## config.mk

```make
export PLATFORM = sky130hd
export DESIGN_NAME = lcd_dotclk_gen
export DESIGN_NICKNAME = d
export VERILOG_FILES = /design/src/rtl/lcd_dotclk_pkg.sv /design/src/rtl/lcd_dotclk_limit.sv /design/src/rtl/lcd_dotclk_div.sv /design/src/rtl/lcd_dotclk_gen.sv
export SDC_FILE = /design/constraint.sdc
export NUM_CORES = 1
export LEC_CHECK = 0
export CAP_MARGIN = 20
export CORE_MARGIN = 2
export CORE_UTILIZATION = 58
export CTS_CLUSTER_DIAMETER = 50
export CTS_CLUSTER_SIZE = 28
export DETAILED_ROUTE_END_ITERATION = 8
export DONT_BUFFER_PORTS = 1
export PLACE_DENSITY_LB_ADDON = 0.12
export SETUP_SLACK_MARGIN = 0.1
export SLEW_MARGIN = 20
export SYNTH_ARGS = -nofsm -noshare
export SYNTH_HDL_FRONTEND = slang
export SYNTH_HIERARCHICAL = 1
export SYNTH_SLANG_ARGS = --single-unit
```

## constraint.sdc

```tcl
create_clock -name clk -period 3.07 [get_ports clk]
set_input_delay 0.614 -clock clk [delete_from_list [all_inputs] [get_ports clk]]
set_output_delay 0.614 -clock clk [all_outputs]
set_load 0.01 [all_outputs]
```

## src/rtl/lcd_dotclk_pkg.sv

```systemverilog
package lcd_dotclk_pkg;

  typedef enum logic [1:0] {
    IFW_4    = 2'd0,
    IFW_8    = 2'd1,
    IFW_16   = 2'd2,
    IFW_RSVD = 2'd3
  } ifw_e;

  typedef struct packed {
    logic [4:0] per;
    logic       bad;
  } floor_t;

  // Minimum dot period in core cycles for a panel configuration.
  function automatic floor_t period_floor(input logic stn, input logic color,
                                          input logic dual, input ifw_e w);
    floor_t f;
    f.per = 5'd1;
    f.bad = 1'b0;
    if (stn) begin
      unique case ({dual, w})
        {1'b0, IFW_4}:  f.per = color ? 5'd2 : 5'd4;
        {1'b0, IFW_8}:  f.per = color ? 5'd2 : 5'd8;
        {1'b1, IFW_8}:  f.per = color ? 5'd4 : 5'd8;
        {1'b1, IFW_16}: f.per = color ? 5'd6 : 5'd16;
        default: begin
          f.per = 5'd16;
          f.bad = 1'b1;
        end
      endcase
    end
    return f;
  endfunction

endpackage

```

## src/rtl/lcd_dotclk_limit.sv

```systemverilog
module lcd_dotclk_limit
  import lcd_dotclk_pkg::*;
#(
  parameter int DIV_W = 8,
  localparam int CNT_W = DIV_W + 1
) (
  input  logic             clk,
  input  logic             rst_n,
  input  logic [DIV_W-1:0] clk_div,
  input  logic             bypass,
  input  logic             panel_stn,
  input  logic             panel_color,
  input  logic             dual_scan,
  input  logic [1:0]       if_width,
  output logic [CNT_W-1:0] eff_per,
  output logic             cfg_err
);

  floor_t           flr;
  logic [CNT_W-1:0] req_per;
  logic [CNT_W-1:0] min_per;
  logic             clamp;

  always_comb begin
    flr     = period_floor(panel_stn, panel_color, dual_scan, ifw_e'(if_width));
    req_per = bypass ? CNT_W'(1) : ({1'b0, clk_div} + CNT_W'(1));
    min_per = CNT_W'(flr.per);
    clamp   = flr.bad || (req_per < min_per);
    eff_per = (req_per < min_per) ? min_per : req_per;
  end

  always_ff @(posedge clk) begin
    if (!rst_n) cfg_err <= 1'b0;
    else if (clamp) cfg_err <= 1'b1;
  end

  assert_err_sticky_R6: assert property (@(posedge clk) disable iff (!rst_n)
    !$fell(cfg_err));

  assert_err_on_clamp_R6: assert property (@(posedge clk) disable iff (!rst_n)
    clamp |=> cfg_err);

endmodule

```

## src/rtl/lcd_dotclk_div.sv

```systemverilog
module lcd_dotclk_div #(
  parameter int CNT_W = 9
) (
  input  logic             clk,
  input  logic             rst_n,
  input  logic [CNT_W-1:0] eff_per,
  input  logic             rise_sample,
  input  logic             gated_mode,
  input  logic             data_valid,
  output logic             dot_clk,
  output logic             launch_stb
);

  logic             active;
  logic [CNT_W-1:0] cnt;
  logic [CNT_W-1:0] per_q;
  logic             edge_q;
  logic [CNT_W-1:0] lo_len;
  logic [CNT_W-1:0] cnt_nx;
  logic             last;
  logic             go;

  always_comb begin
    lo_len = per_q - (per_q >> 1);
    cnt_nx = cnt + CNT_W'(1);
    last   = !active || (cnt == per_q - CNT_W'(1));
    go     = !gated_mode || data_valid;
  end

  always_ff @(posedge clk) begin
    if (!rst_n) begin
      active     <= 1'b0;
      cnt        <= '0;
      per_q      <= CNT_W'(1);
      edge_q     <= 1'b0;
      dot_clk    <= 1'b0;
      launch_stb <= 1'b0;
    end else if (last) begin
      cnt     <= '0;
      dot_clk <= 1'b0;
      if (go) begin
        active     <= 1'b1;
        per_q      <= eff_per;
        edge_q     <= rise_sample;
        launch_stb <= rise_sample || (eff_per == CNT_W'(1));
      end else begin
        active     <= 1'b0;
        launch_stb <= 1'b0;
      end
    end else begin
      cnt        <= cnt_nx;
      dot_clk    <= (cnt_nx >= lo_len);
      launch_stb <= !edge_q && (cnt_nx == lo_len);
    end
  end

  assert_idle_low_R8: assert property (@(posedge clk) disable iff (!rst_n)
    !active |-> (!dot_clk && !launch_stb));

  assert_no_runt_R8: assert property (@(posedge clk) disable iff (!rst_n)
    $fell(dot_clk) |-> ($past(cnt) == $past(per_q) - CNT_W'(1)));

  assert_per_hold_R10: assert property (@(posedge clk) disable iff (!rst_n)
    (active && !last) |=> $stable(per_q));

  assert_stb_rise_R7: assert property (@(posedge clk) disable iff (!rst_n)
    (launch_stb && per_q > CNT_W'(1) && !edge_q) |-> (dot_clk && cnt == lo_len));

  assert_stb_start_R7: assert property (@(posedge clk) disable iff (!rst_n)
    (launch_stb && per_q > CNT_W'(1) && edge_q) |-> (!dot_clk && cnt == '0));

  assert_unit_low_R3: assert property (@(posedge clk) disable iff (!rst_n)
    (active && per_q == CNT_W'(1)) |-> !dot_clk);

endmodule

```

## src/rtl/lcd_dotclk_gen.sv

```systemverilog
module lcd_dotclk_gen #(
  parameter int DIV_W = 8
) (
  input  logic             clk,
  input  logic             rst_n,
  input  logic [DIV_W-1:0] clk_div,
  input  logic             bypass,
  input  logic             rise_sample,
  input  logic             gated_mode,
  input  logic             panel_stn,
  input  logic             panel_color,
  input  logic             dual_scan,
  input  logic [1:0]       if_width,
  input  logic             data_valid,
  output logic             dot_clk,
  output logic             launch_stb,
  output logic             cfg_err
);

  localparam int CNT_W = DIV_W + 1;

  logic [CNT_W-1:0] eff_per;

  lcd_dotclk_limit #(.DIV_W(DIV_W)) u_limit (
    .clk         (clk),
    .rst_n       (rst_n),
    .clk_div     (clk_div),
    .bypass      (bypass),
    .panel_stn   (panel_stn),
    .panel_color (panel_color),
    .dual_scan   (dual_scan),
    .if_width    (if_width),
    .eff_per     (eff_per),
    .cfg_err     (cfg_err)
  );

  lcd_dotclk_div #(.CNT_W(CNT_W)) u_div (
    .clk         (clk),
    .rst_n       (rst_n),
    .eff_per     (eff_per),
    .rise_sample (rise_sample),
    .gated_mode  (gated_mode),
    .data_valid  (data_valid),
    .dot_clk     (dot_clk),
    .launch_stb  (launch_stb)
  );

  assert_reset_quiet_R1: assert property (@(posedge clk)
    !rst_n |=> (!dot_clk && !launch_stb && !cfg_err));

endmodule

```

==> impl_metrics.py <==
metrics = {
    "sta": {
        "maxSlewViolCount": 0,
        "fmax_mhz": 344,
        "fin_worst_skew_ns": 0.00396,
        "min_period_ns": 2.90,
        "rsz0062_at_grt": "yes",
        "fin_crit_sh_pct": 94.6,
        "timing_hold_violations_final": 0,
        "holdWs_ns": 0.476,
        "relSlewSlack_pct": 60.7,
        "worstMarginPinSlew_ns": 0.589,
        "setup_viol": 0,
    },
    "layout": {
        "num-fill-cells": 317,
        "stdcell_count": 331,
        "drive_above_1_share_pct": 15.2,
        "multi_input_area_sq_mm": 0.00177,
        "seqCellArea_sq_um": 463,
        "num-nets-final": 337,
        "antenna_cells": 0,
        "syn_to_final_growth_pct": 10.1,
    },
    "clock_network": {
        "cts_tree": "built",
        "clock-root-buffer": "clkbuf_8",
        "cts_max_path_buffers": 2,
        "cts_max_level": 1,
        "clock_latency_ns": 0.27,
        "numCtsBuffers": 3,
        "cts_sinks": 23,
        "clkTransAtPathRegs_ns": 0.09,
    },
    "placed_design": {
        "dp.cells": 326,
        "io_buffers": 0,
        "dp_hpwl_um": 3810,
        "place.gp.congestion": 0.888,
    },
    "detailed_routing": {
        "wl_per_cell_um": 14.4,
        "dr.pass1.iters": 4,
        "routed_wl_um": 4780,
        "drtIter0Drc": 74,
        "ant_nets": 0,
        "drc_errors": 0,
        "vias": 1819,
        "viasPerCell": 5.50,
    },
    "global_route": {
        "grt_pass1_vias": 1742,
        "grt_pass1_wl_um": 7980,
        "grt_max_degree": 22,
        "overflow": 0,
        "grt_use_total_pct": 23.2,
        "antenna_found_initial": 0,
    },
    "synthesis": {
        "ys_types": 52,
        "synth_compound_area_share_pct": 11.5,
        "yosysWarnings": 6,
        "synth-main-ff-cell": "dfxtp_1",
        "synth_area_leaders": "dfxtp_1 20%, ha_1 18%, xnor2_1 8.4%",
        "yosysTopAreaCell": "dfxtp_1",
        "syn_area_per_cell_sq_um": 8.42,
        "muxShareOfSynthArea_pct": 7.21,
        "yosys.area_share.adder_pct": 18.9,
        "yosysTopAreaCellShare_pct": 20.1,
        "synth-xor-area-share_pct": 13.8,
        "ys_seq_elements": 23,
        "async_flop_share_pct": 0,
        "synth-edff-count": 0,
        "syn_area_sq_mm": 0.00229,
        "synth_top_family_by_area": "simple AND/OR/NAND/NOR gates",
        "synthSimpleGateAreaFrac_pct": 22.9,
        "synth_seq_area_share_pct": 20.1,
        "netlist_instances": 272,
        "syn_nets": 325,
    },
    "worst_setup_path": {
        "path_cells": "ha_2 -> nand3_2 -> xor2_1 -> or2_4 -> inv_1 -> ha_1 -> nand4_1 -> a21oi_1 -> nor4_2 -> o311a_1 -> buf_6 -> mux2i_1 -> nor2_1 -> a31oi_1 -> nor2_1 -> o2bb2ai_1",
        "cpMostUsedCell": "nor2_1",
        "required_ns": 3.22,
        "critPathMaxFanout": 6,
        "crit_arrival_ns": 3.05,
        "startpoint_type": "input pin",
        "endpoint_kind": "flop",
        "worst_path_max_delay_cell": "nor4_2",
        "cpPeakStageDelay_ns": 0.27,
        "critPathKind": "in2reg",
    },
    "floorplanning": {
        "die_x_um": 66.9,
        "rows": 22,
        "ios": 22,
        "core_area_sq_mm": 0.00372,
        "die_y_um": 66.9,
        "initial_core_util_pct": 61.6,
        "die-area_sq_mm": 0.00447,
    },
    "min_path": {
        "hold_path_class": "in2reg",
    },
    "run": {
        "cap_violations": 0,
    },
    "status": {
        "status": "finished clean",
    },
    "power_and_ir_drop": {
        "vdd_drop_max_mv": 0.517,
        "power-per-cell-area_mw_per_mm2": 633,
        "static-leakage-power_nw": 1.09,
    },
}
per-stage QoR:
step	total power, W	utilization (%)	TNS (ns)	area (sq um)	setup WS (ns)
floorplan	0.00117	-	0	2300	0.105
global placement	0.00132	64.8	0	2410	0.0148
detailed placement	0.00134	64.8	-0.110	2410	-0.110
CTS	0.00154	66.1	0	2460	0.142
global route	0.00172	67.9	0	2520	0.0483
finish	0.00160	67.9	0	2520	0.167
final timing paths:
path	to	cells after the start	slack, ns	start
max	u_div/launch_stb	16	0.17	clk_div[0]
min	u_limit/cfg_err	1	0.48	rst_n
max reg2reg	u_div/dot_clk	14	0.27	u_div/per_q[0]
min reg2reg	u_div/edge_q	2	0.49	u_div/edge_q
layout by cell type, fill, tap and decap left out, drive strengths merged, types with 2 or more instances in the layout:
cell and n:
nor3b 3, a21o 3, nor2 22, o21ai 4, a21boi 2, nor3 4, nand4 4, nor4 2
nand2b 3, nand2 26, nor2b 13, a21oi 7, a31oi 2, o41ai 2, xnor2 22, inv 23
clkbuf 3, o311ai 2, nand3 10, ha 33, buf 13, mux2i 15, and3 5, o22ai 2
xor2 14, o21bai 3, dfxtp 23
worst max-delay path, delay by kind of cell:
| family | cells | cell delay, ns |
|---|---|---|
| compound gates | 4 | 0.59 |
| xor+xnor | 1 | 0.15 |
| fa+ha+maj | 2 | 0.41 |
| buf+inv | 2 | 0.20 |
| mux | 1 | 0.26 |
| simple gates | 6 | 0.83 |
repair_timing:
item / CTS / global route
gates resized for setup: 0 / 16
setup endpoints to repair: 0 / 6
endpoints found under the hold margin: 0 / 0
hold buffers: 0 / 0
buffers inserted: 0 / 1
Yosys cell counts (all sizes together), types with 5 or more instances:
master	instances
inv	23
nand3	10
xnor2	22
mux2i	15
and3	5
a21oi	7
ha	33
nand2	26
dfxtp	23
xor2	14
nor2b	13
nor2	22
cell families (layout without fill, tap and decap cells):
family | after synthesis | in the layout
XOR/XNOR | 36 | 36
buffers and inverters | 29 | 40
flip-flops | 23 | 23
multiplexers | 16 | 16
AND/OR/NAND/NOR | 100 | 100
AO/OA/AOI/OAI | 34 | 34
adder cells (fa/ha/maj) | 34 | 34
per-layer routing:
metal | GRT usage, % | wire length (um) | part of all wire, %
met1 | 34.1 | 2510 | 53
met2 | 36.0 | 2040 | 43
met3 | 3.89 | 189 | 4.0
met4 | 4.08 | 28 | 0.59
met5 | 0 | 0 | 0
sequential cells by signal (all words and copies together), names as in the netlist:
register / count
u_div/launch_stb: 1
u_limit/cfg_err: 1
u_div/cnt: 9
u_div/dot_clk: 1
u_div/edge_q: 1
u_div/active: 1
u_div/per_q: 9
power by group:
group	switching [W]	internal, W
Combinational	0.000525	0.000485
Sequential	0.0000513	0.000339
Clock	0.000106	0.0000908
Total	0.000682	0.000915
cell type report:
class                   instances  area share, %
inverters                      23           3.42
repair buffers                 13           4.02
flip-flops and latches         23           18.4
clock buffers                   3           1.64
well taps                      48           2.38
clock inverters                 1          0.198
multi-input cells             220           70.0
No activity file was read; power rests on OpenSTA's default activity.
